[src/rtl/alu_psw_pkg.sv]
package alu_psw_pkg;
  typedef enum logic [2:0] {
    OP_ADD  = 3'd0,
    OP_ADDC = 3'd1,
    OP_SUBB = 3'd2,
    OP_MUL  = 3'd3,
    OP_DIV  = 3'd4
  } alu_op_e;

  // stored part of the status word; parity is derived, not kept
  typedef struct packed {
    logic       cy;
    logic       ac;
    logic       uf_a;
    logic [1:0] bank;
    logic       ov;
    logic       uf_b;
  } psw_store_t;
endpackage

[src/rtl/alu_rst_sync.sv]
module alu_rst_sync (
  input  logic clk,
  input  logic rst_n,
  output logic rst_q_n
);
  logic stage_q;

  always_ff @(posedge clk or negedge rst_n) begin
    if (!rst_n) begin
      stage_q <= 1'b0;
      rst_q_n <= 1'b0;
    end else begin
      stage_q <= 1'b1;
      rst_q_n <= stage_q;
    end
  end
endmodule

[src/rtl/alu_addsub.sv]
module alu_addsub #(
  parameter int W = 8
) (
  input  logic         [W-1:0] a,
  input  logic         [W-1:0] b,
  input  logic                 cin,
  input  logic                 sub,
  output logic         [W-1:0] res,
  output logic                 cy,
  output logic                 ac,
  output logic                 ov
);
  localparam int NW = 4;

  logic [W:0]  full;
  logic [NW:0] half;
  logic [W:0]  cin_w;
  logic [NW:0] cin_n;

  always_comb begin
    cin_w = {{W{1'b0}}, cin};
    cin_n = {{NW{1'b0}}, cin};
    if (sub) begin
      full = {1'b0, a} - {1'b0, b} - cin_w;
      half = {1'b0, a[NW-1:0]} - {1'b0, b[NW-1:0]} - cin_n;
    end else begin
      full = {1'b0, a} + {1'b0, b} + cin_w;
      half = {1'b0, a[NW-1:0]} + {1'b0, b[NW-1:0]} + cin_n;
    end
    res = full[W-1:0];
    cy  = full[W];
    ac  = half[NW];
    if (sub) ov = (a[W-1] != b[W-1]) && (res[W-1] != a[W-1]);
    else     ov = (a[W-1] == b[W-1]) && (res[W-1] != a[W-1]);
  end
endmodule

[src/rtl/alu_muldiv.sv]
module alu_muldiv #(
  parameter int W = 8
) (
  input  logic [W-1:0] a,
  input  logic [W-1:0] b,
  output logic [W-1:0] prod_lo,
  output logic [W-1:0] prod_hi,
  output logic         mul_big,
  output logic [W-1:0] quot,
  output logic [W-1:0] rem,
  output logic         div_zero
);
  logic [2*W-1:0] prod;
  logic [W-1:0]   divisor;
  logic [W:0]     part;

  always_comb begin
    prod     = {{W{1'b0}}, a} * {{W{1'b0}}, b};
    prod_lo  = prod[W-1:0];
    prod_hi  = prod[2*W-1:W];
    mul_big  = |prod_hi;
    div_zero = (b == '0);
    divisor  = div_zero ? {{(W-1){1'b0}}, 1'b1} : b;
    // restoring division, one quotient bit per step
    part = '0;
    quot = '0;
    for (int i = W - 1; i >= 0; i--) begin
      part = {part[W-1:0], a[i]};
      if (part >= {1'b0, divisor}) begin
        part    = part - {1'b0, divisor};
        quot[i] = 1'b1;
      end
    end
    rem = part[W-1:0];
  end
endmodule

[src/rtl/alu_psw_core.sv]
module alu_psw_core #(
  parameter int          DATA_W        = 8,
  parameter logic [7:0]  PSW_ADDR      = 8'hD0,
  parameter logic [7:0]  ACC_ADDR      = 8'hE0,
  parameter logic [7:0]  B_ADDR        = 8'hF0,
  parameter int          BANK_BYTES_LG = 3
) (
  input  logic                         clk,
  input  logic                         rst_n,
  input  logic                         op_valid,
  input  logic [2:0]                   op_sel,
  input  logic [DATA_W-1:0]            operand,
  input  logic                         sfr_wr,
  input  logic [7:0]                   sfr_addr,
  input  logic [DATA_W-1:0]            sfr_wdata,
  output logic [DATA_W-1:0]            sfr_rdata,
  output logic [DATA_W-1:0]            acc_o,
  output logic [DATA_W-1:0]            b_o,
  output logic [7:0]                   psw_o,
  output logic [BANK_BYTES_LG+1:0]     bank_base
);
  import alu_psw_pkg::*;

  localparam int BASE_W = BANK_BYTES_LG + 2;

  logic rst_q_n;
  logic [DATA_W-1:0] acc_q, acc_d, b_q, b_d;
  psw_store_t psw_q, psw_d;
  logic acc_en, b_en, psw_en;

  logic [DATA_W-1:0] as_res, md_lo, md_hi, md_quot, md_rem;
  logic as_cy, as_ac, as_ov, md_big, md_dz;
  logic is_sub, cin;

  alu_rst_sync u_rst (.clk(clk), .rst_n(rst_n), .rst_q_n(rst_q_n));

  assign is_sub = (op_sel == OP_SUBB);
  assign cin    = (op_sel == OP_ADD) ? 1'b0 : psw_q.cy;

  alu_addsub #(.W(DATA_W)) u_addsub (
    .a(acc_q), .b(operand), .cin(cin), .sub(is_sub),
    .res(as_res), .cy(as_cy), .ac(as_ac), .ov(as_ov)
  );

  alu_muldiv #(.W(DATA_W)) u_muldiv (
    .a(acc_q), .b(b_q),
    .prod_lo(md_lo), .prod_hi(md_hi), .mul_big(md_big),
    .quot(md_quot), .rem(md_rem), .div_zero(md_dz)
  );

  // next-state: SFR write first, ALU result overrides where both land
  always_comb begin
    acc_d  = acc_q;
    b_d    = b_q;
    psw_d  = psw_q;
    acc_en = 1'b0;
    b_en   = 1'b0;
    psw_en = 1'b0;
    if (sfr_wr) begin
      unique case (sfr_addr)
        ACC_ADDR: begin acc_d = sfr_wdata; acc_en = 1'b1; end
        B_ADDR:   begin b_d = sfr_wdata;   b_en = 1'b1;   end
        PSW_ADDR: begin
          psw_d  = {sfr_wdata[7:1]};
          psw_en = 1'b1;
        end
        default: ;
      endcase
    end
    if (op_valid) begin
      unique case (op_sel)
        OP_ADD, OP_ADDC, OP_SUBB: begin
          acc_d = as_res; acc_en = 1'b1;
          psw_d.cy = as_cy; psw_d.ac = as_ac; psw_d.ov = as_ov;
          psw_en = 1'b1;
        end
        OP_MUL: begin
          acc_d = md_lo; b_d = md_hi; acc_en = 1'b1; b_en = 1'b1;
          psw_d.cy = 1'b0; psw_d.ac = 1'b0; psw_d.ov = md_big;
          psw_en = 1'b1;
        end
        OP_DIV: begin
          if (!md_dz) begin
            acc_d = md_quot; b_d = md_rem; acc_en = 1'b1; b_en = 1'b1;
          end
          psw_d.cy = 1'b0; psw_d.ac = 1'b0; psw_d.ov = md_dz;
          psw_en = 1'b1;
        end
        default: ;
      endcase
    end
  end

  always_ff @(posedge clk or negedge rst_q_n) begin
    if (!rst_q_n) begin
      acc_q <= '0;
      b_q   <= '0;
      psw_q <= '0;
    end else begin
      if (acc_en) acc_q <= acc_d;
      if (b_en)   b_q   <= b_d;
      if (psw_en) psw_q <= psw_d;
    end
  end

  assign acc_o     = acc_q;
  assign b_o       = b_q;
  assign psw_o     = {psw_q, ^acc_q};
  assign bank_base = BASE_W'({psw_q.bank, {BANK_BYTES_LG{1'b0}}});

  always_comb begin
    unique case (sfr_addr)
      ACC_ADDR: sfr_rdata = acc_q;
      B_ADDR:   sfr_rdata = b_q;
      PSW_ADDR: sfr_rdata = psw_o;
      default:  sfr_rdata = '0;
    endcase
  end
endmodule

[config.mk]
export PLATFORM = sky130hd
export DESIGN_NAME = alu_psw_core
export DESIGN_NICKNAME = d
export VERILOG_FILES = /design/src/rtl/alu_psw_pkg.sv /design/src/rtl/alu_rst_sync.sv /design/src/rtl/alu_addsub.sv /design/src/rtl/alu_muldiv.sv /design/src/rtl/alu_psw_core.sv
export SDC_FILE = /design/constraint.sdc
export NUM_CORES = 1
export LEC_CHECK = 0
export BUFFER_PORTS_ARGS = -buffer_cell sky130_fd_sc_hd__clkbuf_2
export CAP_MARGIN = 20
export CORE_MARGIN = 2
export CORE_UTILIZATION = 40
export CTS_CLUSTER_SIZE = 30
export DETAILED_ROUTE_END_ITERATION = 7
export GPL_ROUTABILITY_DRIVEN = 0
export GPL_TIMING_DRIVEN = 1
export PLACE_DENSITY_LB_ADDON = 0.15
export SYNTH_ARGS = -nofsm -noshare
export SYNTH_HDL_FRONTEND = slang
export SYNTH_SLANG_ARGS = --single-unit
[constraint.sdc]
create_clock -name clk -period 2.2 [get_ports clk]
set_clock_uncertainty 0.15 [all_clocks]
set_input_delay 0.22 -clock clk [delete_from_list [all_inputs] [get_ports clk]]
set_output_delay 0.22 -clock clk [all_outputs]
set_load 0.01 [all_outputs]
==> impl_metrics.py <==
metrics = {
    "final_layout": {
        "final_cell_mix": "buf_4, nor2_1, inv_1, ha_1, nand2_1",
        "areaGrowthSynthToFinish_pct": 53.6,
        "num-fill-cells": 1782,
        "multiInputGateArea_um2": 7920,
        "final_common_cell": "buf_4",
        "seqCellArea_um2": 631,
        "final_layout_size_suffix_gt1_share_pct": 43.5,
        "insertedDiodeCount": 0,
        "layout.nets": 1611,
    },
    "clocking": {
        "clock_latency_ns": 0.27,
        "htree_levels": 1,
        "tritoncts": "yes",
        "clockBufferDepth": 2,
        "cts_root_buffer": "clkbuf_16",
        "cts_buffers": 3,
        "cts.reportedPaths.clkPinSlew_ns": 0.08,
        "cts_sinks": 25,
    },
    "floorplan": {
        "rows": 52,
        "initial_core_util_pct": 40.4,
        "die_area_um2": 21500,
        "coreArea_um2": 20100,
        "die_w_um": 147,
        "fp.dieH_um": 147,
        "io_pins": 68,
    },
    "yosys": {
        "synth.avg_cell_area_um2": 7.83,
        "synthFlopType": "dfrtp_1",
        "syn_area_um2": 8130,
        "async_flop_share_pct": 100,
        "synth.area.top_cells": "ha_1, fa_1, dfrtp_1, inv_1, nor2_1",
        "synth_edf_count": 0,
        "ys_types": 83,
        "synth_top_area_share_pct": 17.7,
        "ys_warn_count": 0,
        "synth-seq-cells": 25,
        "seq_area_frac_synth_pct": 7.70,
        "synthCells": 1038,
        "yosys.area.top_type": "ha_1",
    },
    "timing": {
        "max_freq_ghz": 0.0717,
        "post-route-min-period_ns": 13.95,
        "hold_viol": 0,
        "period_share_pct": 634,
        "layout_setup_ws_ns": -11.75,
        "rsz0062_at_grt": "yes",
        "setup_viol": 20,
        "slew_viol_final": 0,
        "tightest_slew_ns": 0.715,
        "finalSetupTns_ns": -146.52,
        "slew_headroom_pct": 51.8,
    },
    "outcome": {
        "violations": "negative setup slack",
        "status": "finished with violations",
    },
    "worst_setup_path": {
        "cpMaxStageDelayCell": "or4_4",
        "crit_type": "reg -> reg",
        "crit_path_end_kind": "flop",
        "start_kind": "flop",
        "crit_arrival_ns": 14.00,
        "critPathRequiredTime_ns": 2.24,
        "path_max_fanout": 8,
        "max_stage_delay_ns": 0.54,
    },
    "route": {
        "vias": 9244,
        "totalWireLength_mm": 31.0,
        "post_drt_wl_per_cell_um": 18.4,
        "firstDrtPassIters": 5,
        "drt_iter0_drc": 668,
        "via_per_inst": 5.48,
        "antenna_left": 0,
        "drc": 0,
    },
    "grt": {
        "grt_use_total_pct": 28.3,
        "antenna_found_initial": 0,
        "grt_max_degree": 24,
        "grt_pass1_wl_mm": 48.2,
        "grt.overflow.total": 0,
        "grt_pass1_vias": 9157,
    },
    "place": {
        "hpwl_mm": 24.1,
        "port_buffers": 64,
    },
    "flow_run": {
        "drv_cap": 0,
    },
    "worst_hold_path": {
        "hold_path_class": "reg -> async",
    },
}
[stage by stage]
| stage | cell area (µm²) | cells | utilization, % | setup slack (ns) | hold slack, ns |
|---|---|---|---|---|---|
| 2_1_floorplan | 8600 | 1040 | - | -12.30 | -0.226 |
| 3_3_place_gp | 11400 | 1648 | 56.6 | -11.89 | -0.144 |
| 3_5_place_dp | 11400 | 1648 | 56.6 | -12.34 | -0.142 |
| 4_1_cts | 12100 | 1680 | 60.2 | -11.54 | 0.110 |
| 5_1_grt | 12500 | 1687 | 62.1 | -12.34 | 0.119 |
| 6_report | 12500 | 1687 | 62.1 | -11.75 | 0.105 |
[worst paths after layout]
| path | startpoint | slack (ns) | to | cells past startpoint |
|---|---|---|---|---|
| worst max-delay path | b_o[6] | -11.75 | b_o[1] | 68 |
| worst max register to register | b_o[6] | -11.75 | b_o[1] | 68 |
| worst min register to register | u_rst.rst_q_n | 0.11 | acc_o[7] | 1 |
| worst min-delay path | u_rst.rst_q_n | 0.11 | acc_o[7] | 1 |
| min in group clk | op_valid | 0.12 | psw_o[7] | 3 |
| max in group asynchronous | u_rst.rst_q_n | 1.50 | psw_o[7] | 1 |
[critical path, delay by kind of cell (launching register included)]
family	cells	cell delay (ns)
multiplexers	7	2.14
adder cells (fa/ha/maj)	9	2.04
AND/OR/NAND/NOR	17	4.27
flip-flops	1	0.43
AO/OA/AOI/OAI	31	4.55
buffers and inverters	4	0.30
[repair_timing]
item | in CTS | in global routing
gates resized for setup | 85 | 71
setup endpoints to repair | 20 | 21
hold endpoints to repair | 2 | 0
hold buffers | 1 | 0
buffers inserted | 27 | 7
gates cloned | 0 | 0
pin swaps | 66 | 60
[logic make-up after synthesis]
| kind of cell | count (synthesis) | synth area share, % |
|---|---|---|
| buf+inv | 151 | 7.48 |
| flops | 25 | 7.70 |
| simple gates | 312 | 18.4 |
| fa+ha+maj | 162 | 29.3 |
| other cells | 2 | 0.0924 |
| xor+xnor | 64 | 6.90 |
| mux | 58 | 7.76 |
| compound gates | 264 | 22.4 |
[Yosys cell counts, types with 4 or more instances]
| master | count |
|---|---|
| a2111oi_0 | 4 |
| mux2i_1 | 24 |
| mux2_2 | 32 |
| and3_1 | 5 |
| nand3_1 | 18 |
| o21a_1 | 8 |
| a31oi_1 | 11 |
| fa_1 | 47 |
| a21oi_1 | 64 |
| o22ai_1 | 8 |
| nand2b_1 | 8 |
| o21bai_1 | 14 |
| buf_4 | 5 |
| nor2b_1 | 16 |
| nand4_1 | 11 |
| xor2_1 | 20 |
| o21ai_0 | 48 |
| inv_1 | 107 |
| o211ai_1 | 10 |
| a22oi_1 | 9 |
| clkbuf_1 | 33 |
| o211a_1 | 4 |
| and2_1 | 10 |
| dfrtp_1 | 25 |
| nor4_1 | 4 |
| nor2_1 | 107 |
| nor3_1 | 19 |
| xnor2_1 | 44 |
| a21o_1 | 19 |
| nand2_1 | 86 |
| a211oi_1 | 11 |
| or2_2 | 6 |
| o221ai_1 | 7 |
| or4_1 | 4 |
| ha_1 | 115 |
[area by class of cell]
type | count | share of cell area, %
tap | 270 | 2.71
inverter | 110 | 3.40
clock buffer | 4 | 0.631
timing repair buffer | 414 | 24.8
multi-input combinational | 864 | 63.4
sequential | 25 | 5.05
[flip-flops by register name, indices dropped and copies added (netlist names)]
register,cells
acc_o,8
psw_o,5
b_o,8
u_rst.stage_q,1
bank_base,2
u_rst.rst_q_n,1
[per-layer routing]
layer	global-route usage, %	up-vias	wire length, µm
met4	5.73	0	724
met3	3.28	54	2080
met2	47.9	337	14500
li1	-	4424	-
met1	39.1	4429	13800
met5	0	-	0
Power is not shown: default switching activity piles up to over one toggle a cycle in this logic, so the estimate is an artifact.
